File: src/rtl/benes_pkg.sv
package benes_pkg;

   // address bit exchanged by column s of a network with n address bits
   function automatic int col_bit(input int s, input int n);
      return (s < n) ? (n - 1 - s) : (s - n + 1);
   endfunction

   // lower lane of element k when lanes differing in bit b are paired
   function automatic int pair_low(input int k, input int b);
      return ((k >> b) << (b + 1)) | (k & ((1 << b) - 1));
   endfunction

endpackage

File: src/rtl/benes_switch.sv
module benes_switch #(
   parameter int W = 8
) (
   input  logic         sel,
   input  logic [W-1:0] a,
   input  logic [W-1:0] b,
   output logic [W-1:0] x,
   output logic [W-1:0] y
);
   assign x = sel ? b : a;
   assign y = sel ? a : b;
endmodule

File: src/rtl/benes_ctrl_delay.sv
module benes_ctrl_delay #(
   parameter int WIDTH = 4,
   parameter int DLY   = 1
) (
   input  logic             clk,
   input  logic [WIDTH-1:0] d,
   output logic [WIDTH-1:0] q
);
   generate
      if (DLY == 0) begin : g_wire
         assign q = d;
      end else begin : g_pipe
         logic [WIDTH-1:0] tap [DLY];
         always_ff @(posedge clk) begin
            tap[0] <= d;
            for (int i = 1; i < DLY; i++) tap[i] <= tap[i-1];
         end
         assign q = tap[DLY-1];
      end
   endgenerate
endmodule

File: src/rtl/benes_column.sv
module benes_column #(
   parameter int N   = 8,
   parameter int W   = 8,
   parameter int BIT = 0
) (
   input  logic           clk,
   input  logic           rst_n,
   input  logic           in_valid,
   input  logic [N*W-1:0] in_data,
   input  logic [N/2-1:0] sel,
   output logic           out_valid,
   output logic [N*W-1:0] out_data
);
   localparam int SW = N / 2;

   if ((1 << BIT) >= N) begin : g_bad_bit
      $error("benes_column: BIT out of range");
   end

   logic [N*W-1:0] swapped;

   for (genvar k = 0; k < SW; k++) begin : g_elem
      localparam int LO = benes_pkg::pair_low(k, BIT);
      localparam int HI = LO + (1 << BIT);
      benes_switch #(.W(W)) u_sw (
         .sel (sel[k]),
         .a   (in_data[LO*W +: W]),
         .b   (in_data[HI*W +: W]),
         .x   (swapped[LO*W +: W]),
         .y   (swapped[HI*W +: W])
      );
   end

   always_ff @(posedge clk or negedge rst_n) begin
      if (!rst_n) out_valid <= 1'b0;
      else        out_valid <= in_valid;
   end

   always_ff @(posedge clk) out_data <= swapped;

   // column keeps the lane content: XOR over all lanes is unchanged
   logic [W-1:0] fold_in, fold_out;
   always_comb begin
      fold_in  = '0;
      fold_out = '0;
      for (int i = 0; i < N; i++) begin
         fold_in  = fold_in  ^ in_data[i*W +: W];
         fold_out = fold_out ^ out_data[i*W +: W];
      end
   end

   p_lane_content_r11: assert property (@(posedge clk) disable iff (!rst_n)
      in_valid |=> (fold_out == $past(fold_in)));
endmodule

File: src/rtl/benes_route_mem.sv
module benes_route_mem #(
   parameter int DEPTH = 16,
   parameter int CW    = 20
) (
   input  logic                     clk,
   input  logic                     rst_n,
   input  logic                     we,
   input  logic [$clog2(DEPTH)-1:0] waddr,
   input  logic [CW-1:0]            wdata,
   input  logic                     restart,
   input  logic                     advance,
   output logic [CW-1:0]            route
);
   localparam int AW = $clog2(DEPTH);

   logic [CW-1:0] store [DEPTH];
   logic [AW-1:0] ptr, rd_addr;

   assign rd_addr = restart ? '0 : ptr;
   assign route   = store[rd_addr];

   always_ff @(posedge clk) begin
      if (we) store[waddr] <= wdata;
   end

   always_ff @(posedge clk or negedge rst_n) begin
      if (!rst_n)       ptr <= '0;
      else if (advance) ptr <= rd_addr + 1'b1;
      else              ptr <= rd_addr;
   end

   p_ptr_step_r8: assert property (@(posedge clk) disable iff (!rst_n)
      (advance && !restart) |=> (ptr == $past(ptr) + 1'b1));
   p_ptr_hold_r8: assert property (@(posedge clk) disable iff (!rst_n)
      (!advance && !restart) |=> $stable(ptr));
   p_rewind_r9: assert property (@(posedge clk) disable iff (!rst_n)
      (restart && advance) |=> (ptr == AW'(1)));
   p_reset_ptr_r10: assert property (@(posedge clk)
      !rst_n |-> (ptr == '0));
endmodule

File: src/rtl/benes_permuter.sv
module benes_permuter #(
   parameter int LOG2_LANES  = 3,
   parameter int W           = 8,
   parameter int ROUTE_DEPTH = 16,
   localparam int N      = 1 << LOG2_LANES,
   localparam int SW     = N / 2,
   localparam int STAGES = 2 * LOG2_LANES - 1,
   localparam int CW     = STAGES * SW,
   localparam int AW     = $clog2(ROUTE_DEPTH)
) (
   input  logic           clk,
   input  logic           rst_n,
   input  logic           route_we,
   input  logic [AW-1:0]  route_addr,
   input  logic [CW-1:0]  route_data,
   input  logic           restart,
   input  logic           in_valid,
   input  logic [N*W-1:0] in_data,
   output logic           out_valid,
   output logic [N*W-1:0] out_data
);
   if (LOG2_LANES < 1) begin : g_bad_lanes
      $error("benes_permuter: LOG2_LANES must be at least 1");
   end
   if (W < 1) begin : g_bad_width
      $error("benes_permuter: W must be at least 1");
   end
   if (ROUTE_DEPTH < 2 || (ROUTE_DEPTH & (ROUTE_DEPTH - 1)) != 0) begin : g_bad_depth
      $error("benes_permuter: ROUTE_DEPTH must be a power of two, at least 2");
   end

   logic [CW-1:0]  route;
   logic [N*W-1:0] lane_bus [STAGES+1];
   logic           vld_bus  [STAGES+1];

   benes_route_mem #(.DEPTH(ROUTE_DEPTH), .CW(CW)) u_routes (
      .clk     (clk),
      .rst_n   (rst_n),
      .we      (route_we),
      .waddr   (route_addr),
      .wdata   (route_data),
      .restart (restart),
      .advance (in_valid),
      .route   (route)
   );

   assign lane_bus[0] = in_data;
   assign vld_bus[0]  = in_valid;

   for (genvar s = 0; s < STAGES; s++) begin : g_col
      logic [SW-1:0] sel_s;

      benes_ctrl_delay #(.WIDTH(SW), .DLY(s)) u_dly (
         .clk (clk),
         .d   (route[s*SW +: SW]),
         .q   (sel_s)
      );

      benes_column #(.N(N), .W(W), .BIT(benes_pkg::col_bit(s, LOG2_LANES))) u_col (
         .clk       (clk),
         .rst_n     (rst_n),
         .in_valid  (vld_bus[s]),
         .in_data   (lane_bus[s]),
         .sel       (sel_s),
         .out_valid (vld_bus[s+1]),
         .out_data  (lane_bus[s+1])
      );
   end

   assign out_valid = vld_bus[STAGES];
   assign out_data  = lane_bus[STAGES];

   // occupancy tracker for the latency checks
   localparam int OW = $clog2(STAGES + 2);
   logic [OW-1:0] in_flight;
   always_ff @(posedge clk or negedge rst_n) begin
      if (!rst_n) in_flight <= '0;
      else        in_flight <= in_flight + OW'(in_valid) - OW'(out_valid);
   end

   p_flight_bound_r5: assert property (@(posedge clk) disable iff (!rst_n)
      in_flight <= OW'(STAGES));
   p_no_phantom_r5: assert property (@(posedge clk) disable iff (!rst_n)
      out_valid |-> (in_flight != '0));
   p_reset_idle_r10: assert property (@(posedge clk)
      !rst_n |-> !out_valid);
endmodule

File: config.mk
export PLATFORM = sky130hd
export DESIGN_NAME = benes_permuter
export DESIGN_NICKNAME = d
export VERILOG_FILES = /design/src/rtl/benes_pkg.sv /design/src/rtl/benes_switch.sv /design/src/rtl/benes_ctrl_delay.sv /design/src/rtl/benes_column.sv /design/src/rtl/benes_route_mem.sv /design/src/rtl/benes_permuter.sv
export SDC_FILE = /design/constraint.sdc
export NUM_CORES = 1
export LEC_CHECK = 0
export BUFFER_PORTS_ARGS = -buffer_cell sky130_fd_sc_hd__buf_2
export CAP_MARGIN = 20
export CORE_MARGIN = 1
export CORE_UTILIZATION = 45
export DETAILED_ROUTE_END_ITERATION = 16
export HOLD_SLACK_MARGIN = 0.15
export SYNTH_ARGS = -nofsm -noshare
export SYNTH_HDL_FRONTEND = slang
export SYNTH_SLANG_ARGS = --single-unit
export TNS_END_PERCENT = 100
File: constraint.sdc
create_clock -name clk -period 2.1 [get_ports clk]
set_clock_uncertainty 0.2 [all_clocks]
set_input_delay 0.105 -clock clk [delete_from_list [all_inputs] [get_ports clk]]
set_output_delay 0.105 -clock clk [all_outputs]
set_load 0.01 [all_outputs]
==> impl_metrics.toml, run 1 <==
[detailed_routing]
dr.first_iter.drc_count = 868
vias_per_cell = 5.147
drcViolationCount = 0
vias = 13620
routedWlPerCell_um = 20.80
wl_um = 55060
dr.pass1.iters = 4
antenna_left = 0

[power_and_ir_drop]
irDropWorstVdd_v = 0.0009589
p_leak_nw = 11.74
power_mw = 34.89
p_per_area_nw_per_um2 = 1126

[clocking]
clk_latency_ns = 0.61
clk_pin_slew_ns = 0.06
cts_made_buffers = 73
cts_max_level = 3
tritoncts = "yes"
clock_path_buffers = 3
root_buffer = "clkbuf_16"
clock_sink_count = 689

[setup_path]
critPathLaunchType = "flip-flop"
cp_slowest_cell = "dfrtp_4"
required_ns = 2.39
path_max_fanout = 17
path_buf_inv = 2
slowest_delay_ns = 0.52
arrival_ns = 2.60
crit_family = "compound AO/OA/AOI/OAI gates"
crit_type = "reg -> reg"
cp_cell_sequence = "buf_12 -> mux2i_1 -> a22o_1 -> o32ai_4 -> clkbuf_16 -> mux2_4"
end_kind = "flip-flop"

[finish]
diodes = 0
final_common_cell = "dfxtp_1"
final_util = 0.5886
syn_to_final_growth_pct = 29.06
final_nets = 2002
final_cell_mix = "dfxtp_1 (360), edfxtp_1 (320), mux2_2 (298)"
layout-drive-gt1-share = 0.4017

[status]
status = "finished, violations left"
violations = "negative setup slack"

[timing]
worst_slack_ns = -0.2073
setup-violations-final = 78
period_needed_ns = 2.307
fin_crit_sh = 1.099
slew_headroom = 0.6624
grt_setup_unrepaired = "yes"
worst_pin_slew_ns = 0.5048
slew_viol_final = 0
fmax_mhz = 433.4
final_hold_viol_count = 0

[global_routing]
gr-total-overflow = 0
grt_max_degree = 35
grt_usage = 0.2044
grt_pass1_wl_um = 82690
antenna_found_initial = 4
grt_pass1_vias = 14220

[floorplan]
dieArea_um2 = 54290
rows = 84
die_h_um = 233.0
initial_core_util = 0.4561
die_w_um = 233.0
core_area_um2 = 52660
pin_count = 158

[logic_synthesis]
ys_seq_area_frac = 0.7096
ys.flop_type = "dfxtp_1"
synth_area_um2 = 24010
avgSynthCellArea_um2 = 16.25
yosys_warnings = 0
ys_types = 36
syn_inst = 1478
synth-edff-count = 320
syn_nets = 1572
synth_seq_cells = 689
async_flop_share = 0.01306

[placement]
gp_congestion = 0.8211
dp_slack_ns = -0.3330
hpwlAfterDp_um = 34120
io_buffer_count = 157

[job]
maxCapViolCount = 0

[min_path]
hp-class = "reg -> reg"
[area by class of cell]
cell class	count	area, um^2
clock inverters	24	340.3
well taps	688	860.8
flip-flops and latches	689	17050
fillers	3975	21660
clock buffers	102	2071
repair buffers	445	3814
inverters	1	3.754
multi-input cells	698	6855
[report_power, final]
part	internal [mW]	switching, mW	leakage (nW)
Clock	7.76	5.01	1.18
Combinational	3.03	2.33	4.52
Sequential	16.0	0.757	6.04
[per-stage QoR]
stage	TNS (ns)	hold slack [ns]	cell area, um^2	cells
final	-12.09	0.1476	30990	2647
after detailed placement	-20.25	-0.2132	26290	2331
after global placement	-17.93	-0.2126	26290	2331
after CTS	-13.43	0.1504	30730	2639
after global routing	-17.67	0.1597	30990	2647
after floorplan	-6.630	-0.3906	24040	1478
[final timing paths]
check,endpoint,slack [ns],start,cells past startpoint
worst max-delay path,g_col[0].u_col.out_data[21],-0.21,u_routes.ptr[0],6
worst min-delay path,g_col[4].u_dly.g_pipe.tap[3][2],0.15,g_col[4].u_dly.g_pipe.tap[2][2],0
worst max register to register,g_col[0].u_col.out_data[21],-0.21,u_routes.ptr[0],6
worst min register to register,g_col[4].u_dly.g_pipe.tap[3][2],0.15,g_col[4].u_dly.g_pipe.tap[2][2],0
max in group asynchronous,u_routes.ptr[0],0.98,rst_n,3
min in group asynchronous,g_col[4].u_col.out_valid,0.34,rst_n,3
[layer usage]
layer,track usage,share of wire,up-vias,wire length [um]
li1,-,-,6435,-
met1,0.2630,0.44,6698,24040
met2,0.3451,0.49,393,27060
met3,0.04191,0.051,92,2829
met4,0.06311,0.020,6,1090
met5,0,0.00062,-,34
[cell families after synthesis]
kind of cell	synth area share
buf+inv	0.01964
simple gates	0.01250
mux	0.1950
fa+ha+maj	0.0005209
compound gates	0.06164
flops	0.7096
xor+xnor	0.001094
[state kept, by name (all words and copies together), names as in the netlist]
name,count
g_col.u_col.out_valid,5
g_col.u_col.out_data,320
u_routes.store,320
g_col.u_dly.g_pipe.tap,40
u_routes.ptr,4
[synth_stat cells, types with 5 or more instances]
cell type  count  area (um^2)
o21ai_0       64        320.3
buf_6          8        90.09
nor2b_1        5        31.28
mux2_4        39        585.6
a22oi_1       20        150.1
clkbuf_1      45        168.9
a221oi_1      55        481.7
buf_1         13        48.80
nor2_1        13        48.80
edfxtp_1     320         9609
buf_2         21        105.1
a21oi_1       72        360.4
mux2_2       313         3525
nand2_1       30        112.6
mux2i_1       56        560.5
dfrtp_1        9        225.2
dfxtp_1      360         7207
[what timing repair did]
item / 4_1_cts / 5_1_grt
buffers inserted: 6 / 8
gates cloned: 1 / 1
pin swaps: 0 / 7
endpoints found under the hold margin: 727 / 0
setup endpoints to repair: 80 / 100
gates resized for setup: 66 / 57
hold buffers: 175 / 0
Note: power is estimated with default switching activity, not from simulation.
==> run 2, diff against run 1 <==
- REMOVE_ABC_BUFFERS: default -> 1
==> impl_metrics.toml, run 2 (synthesized netlist as in run 1, its figures left out) <==
[finish]
final_common_cell = "dfxtp_1"
layout-drive-gt1-share = 0.4002
final_util = 0.5851
final_cell_mix = "dfxtp_1 (360), edfxtp_1 (320), mux2_2 (295)"
reg_top3 = "g_col.u_col.out_data (320), u_routes.store (320), g_col.u_dly.g_pipe.tap (40)"
stdcell_count = 2643
final_nets = 1992
syn_to_final_growth_pct = 28.29

[timing]
worst_pin_slew_ns = 0.6155
grt_setup_unrepaired = "yes"
whs_ns = 0.1478
final_hold_viol_count = 0
slew_viol_final = 0
setup-violations-final = 77
fin_setup_tns_ns = -16.86
fmax_mhz = 416.9
period_needed_ns = 2.399
fin_crit_sh = 1.142
slew_headroom = 0.5883
worst_slack_ns = -0.2987

[clocking]
cts_max_level = 3
clock_path_buffers = 3
clock_sink_count = 689
clk_pin_slew_ns = 0.06
tritoncts = "yes"
root_buffer = "clkbuf_16"
cts_made_buffers = 72
clk_latency_ns = 0.61

[detailed_routing]
vias = 13790
antenna_left = 0
dr.first_iter.drc_count = 1015
wl_um = 58030
drcViolationCount = 0
routedWlPerCell_um = 21.95
vias_per_cell = 5.218
dr.pass1.iters = 5

[setup_path]
r2r_slack_ns = -0.30
path_max_fanout = 8
cp_slowest_cell = "dfrtp_4"
arrival_ns = 2.68
critPathLaunchType = "flip-flop"
slowest_delay_ns = 0.52
required_ns = 2.39
cp_cell_sequence = "and3b_2 -> buf_6 -> a22o_1 -> o32ai_4 -> clkbuf_16 -> mux2_4"
crit_type = "reg -> reg"
path_buf_inv = 2
crit_family = "compound AO/OA/AOI/OAI gates"
end_kind = "flip-flop"

[floorplan]
core_area_um2 = 52660
pin_count = 158
initial_core_util = 0.4561
rows = 84
die_w_um = 233.0
die_h_um = 233.0
dieArea_um2 = 54290

[placement]
hpwlAfterDp_um = 34290
gp_congestion = 0.8029
dp_slack_ns = -0.4873
io_buffer_count = 157
place_inst = 2325

[global_routing]
grt_pass1_wl_um = 84970
gr-total-overflow = 0
grt_usage = 0.2140
antenna_found_initial = 3
grt_pass1_vias = 14300
grt_max_degree = 35

[power_and_ir_drop]
irDropWorstVdd_v = 0.0008653
p_per_area_nw_per_um2 = 1133
p_leak_nw = 11.68

[min_path]
hp-class = "reg -> reg"

[job]
maxCapViolCount = 0

[status]
violations = "negative setup slack"
status = "finished, violations left"
-- run 2: final cells by class --
class,instances,area (um^2)
Antenna cell,1,2.502
Multi-Input combinational cell,698,6797
Clock buffer,101,2024
Inverter,1,3.754
Sequential cell,689,17050
Tap cell,688,860.8
Timing Repair Buffer,436,3731
Clock inverter,29,340.3
Fill cell,4026,21850
-- run 2: repair_timing --
| action | CTS | global route |
|---|---|---|
| cloned | 2 | 4 |
| pin swaps | 5 | 5 |
| buffers inserted | 7 | 7 |
| hold buffers | 170 | 0 |
| endpoints found under the setup margin | 80 | 100 |
| endpoints found under the hold margin | 746 | 0 |
| resized for setup | 47 | 44 |
-- run 2: routing by layer --
layer,wire length (um),GRT usage,up-vias
met5,11,0,-
met4,1602,0.07516,2
met3,2992,0.04191,104
met2,28990,0.3682,400
met1,24430,0.2670,6879
li1,-,-,6406
-- run 2: final timing paths --
kind / startpoint / end / cells past startpoint
worst max-delay path: u_routes.ptr[1] / g_col[0].u_col.out_data[15] / 6
worst min-delay path: g_col[3].u_dly.g_pipe.tap[0][5] / g_col[3].u_dly.g_pipe.tap[0][9] / 0
worst max register to register: u_routes.ptr[1] / g_col[0].u_col.out_data[15] / 6
worst min register to register: g_col[3].u_dly.g_pipe.tap[0][5] / g_col[3].u_dly.g_pipe.tap[0][9] / 0
max in group asynchronous: rst_n / u_routes.ptr[0] / 3
min in group asynchronous: rst_n / g_col[2].u_col.out_valid / 3
-- run 2: power by group --
part	switching (mW)	internal (mW)
combinational	2.43	3.00
clock	5.08	7.60
sequential	0.779	16.0
-- run 2: metrics by stage --
step                      power (mW)  cell area, um^2
after global placement         21.81            26190
after detailed placement       21.89            26190
after global routing           36.29            30810
after CTS                      35.03            30530
after floorplan                19.83            23550
final                          34.89            30810
==> run 3, diff against run 2 <==
- clock period: 2.1 -> 2.05 ns (I/O delays scaled with it)
==> impl_metrics.toml, run 3 (synthesized netlist as in run 1, its figures left out) <==
[status]
status = "finished, violations left"
violations = "negative setup slack"

[global_routing]
gr-total-overflow = 0
grt_pass1_vias = 14210
grt_max_degree = 35
antenna_found_initial = 3
grt_pass1_wl_um = 84040
grt_usage = 0.2117

[detailed_routing]
drcViolationCount = 0
antenna_left = 0
dr.pass1.iters = 5
dr.first_iter.drc_count = 843
vias = 13710
vias_per_cell = 5.204
routedWlPerCell_um = 21.67
wl_um = 57090

[clocking]
clock_sink_count = 689
clock_path_buffers = 3
tritoncts = "yes"
cts_made_buffers = 72
clk_latency_ns = 0.60
root_buffer = "clkbuf_16"
cts_max_level = 3
clk_pin_slew_ns = 0.06

[finish]
syn_to_final_growth_pct = 27.22
final-seq-area_um2 = 17050
multiInputGateArea_um2 = 6750
final_nets = 1987
final_common_cell = "dfxtp_1"
final_cell_mix = "dfxtp_1 (360), edfxtp_1 (320), mux2_2 (295)"
final_util = 0.5802
reg_top3 = "g_col.u_col.out_data (320), u_routes.store (320), g_col.u_dly.g_pipe.tap (40)"
fill_cells = 4101
stdcell_count = 2635
layout-drive-gt1-share = 0.3905
fin_area_um2 = 30550

[setup_path]
end_kind = "flip-flop"
path_max_fanout = 16
critPathLaunchType = "flip-flop"
required_ns = 2.33
crit_type = "reg -> reg"
r2r_slack_ns = -0.32
arrival_ns = 2.64
reg2reg_depth = 8

[power_and_ir_drop]
clkPwrFrac = 0.350
power_mw = 34.84
power_frac_seq = 0.493
p_switching_mw = 8.309
p_leak_nw = 11.56
swShare = 0.2385
irDropWorstVdd_v = 0.0006408
pwr-share-comb = 0.157
p_int_mw = 26.53
p_per_area_nw_per_um2 = 1141

[placement]
postPlaceCellArea_um2 = 26220
io_buffer_count = 157
hpwlAfterDp_um = 34600
gp_congestion = 0.8042
dp_slack_ns = -0.5576
place_inst = 2325

[floorplan]
rows = 84
die_w_um = 233.0
initial_core_util = 0.4561
core_area_um2 = 52660
pin_count = 158
die_h_um = 233.0
dieArea_um2 = 54290

[timing]
worst_pin_slew_ns = 0.6324
grt_setup_unrepaired = "yes"
slew_headroom = 0.5770
slew_viol_final = 0
setup-violations-final = 80
fin_crit_sh = 1.155
period_needed_ns = 2.369
fin_setup_tns_ns = -19.57
whs_ns = 0.1454
worst_slack_ns = -0.3187
fmax_mhz = 422.2
final_hold_viol_count = 0

[min_path]
hp-class = "reg -> reg"
hold_depth = 0

[job]
maxCapViolCount = 0
-- run 3: power groups by stage --
stage               combinational [mW]  clock [mW]  sequential [mW]
floorplan                         2.52           0             17.8
global placement                  4.92           0             17.4
detailed placement                4.95           0             17.5
CTS                               5.45        12.4             17.2
global route                      5.88        13.0             17.4
finish                            5.46        12.2             17.2
-- run 3: metal layers --
layer  wire [um]  vias up  GRT usage
met1       24120     6810     0.2622
met2       28850      386     0.3691
met3        2637      114    0.04044
met5          13        -          0
li1            -     6400          -
met4        1471        2    0.07026
-- run 3: repair_timing --
item / CTS / global route
hold endpoints to repair: 747 / 0
setup endpoints to repair: 80 / 101
hold buffers: 175 / 0
setup buffers: 3 / 1
gates resized for setup: 35 / 16
cloned: 2 / 2
pin swaps: 0 / 3
-- run 3: final cells by class --
| cell class | count | area share |
|---|---|---|
| Tap cell | 688 | 0.02818 |
| Sequential cell | 689 | 0.5581 |
| Multi-Input combinational cell | 698 | 0.2210 |
| Clock inverter | 21 | 0.004874 |
| Timing Repair Buffer | 431 | 0.1200 |
| Antenna cell | 1 | 0.00008191 |
| Inverter | 1 | 0.0001229 |
| Clock buffer | 106 | 0.06778 |
-- run 3: worst paths after layout --
path / startpoint / end
setup / recovery: u_routes.ptr[1] / g_col[0].u_col.out_data[41]
hold / removal: g_col[0].u_col.out_valid / g_col[1].u_col.out_valid
setup reg to reg: u_routes.ptr[1] / g_col[0].u_col.out_data[41]
hold reg to reg: g_col[0].u_col.out_valid / g_col[1].u_col.out_valid
max in group asynchronous: rst_n / u_routes.ptr[0]
min in group asynchronous: rst_n / g_col[3].u_col.out_valid
-- run 3: critical path, stage by stage, from the launching register on --
cell      delay (ns)
dfrtp_4         0.50
buf_12          0.15
buf_4           0.14
mux2i_1         0.12
a221oi_1        0.27
a21oi_1         0.12
o32ai_4         0.14
buf_12          0.23
mux2_2          0.35
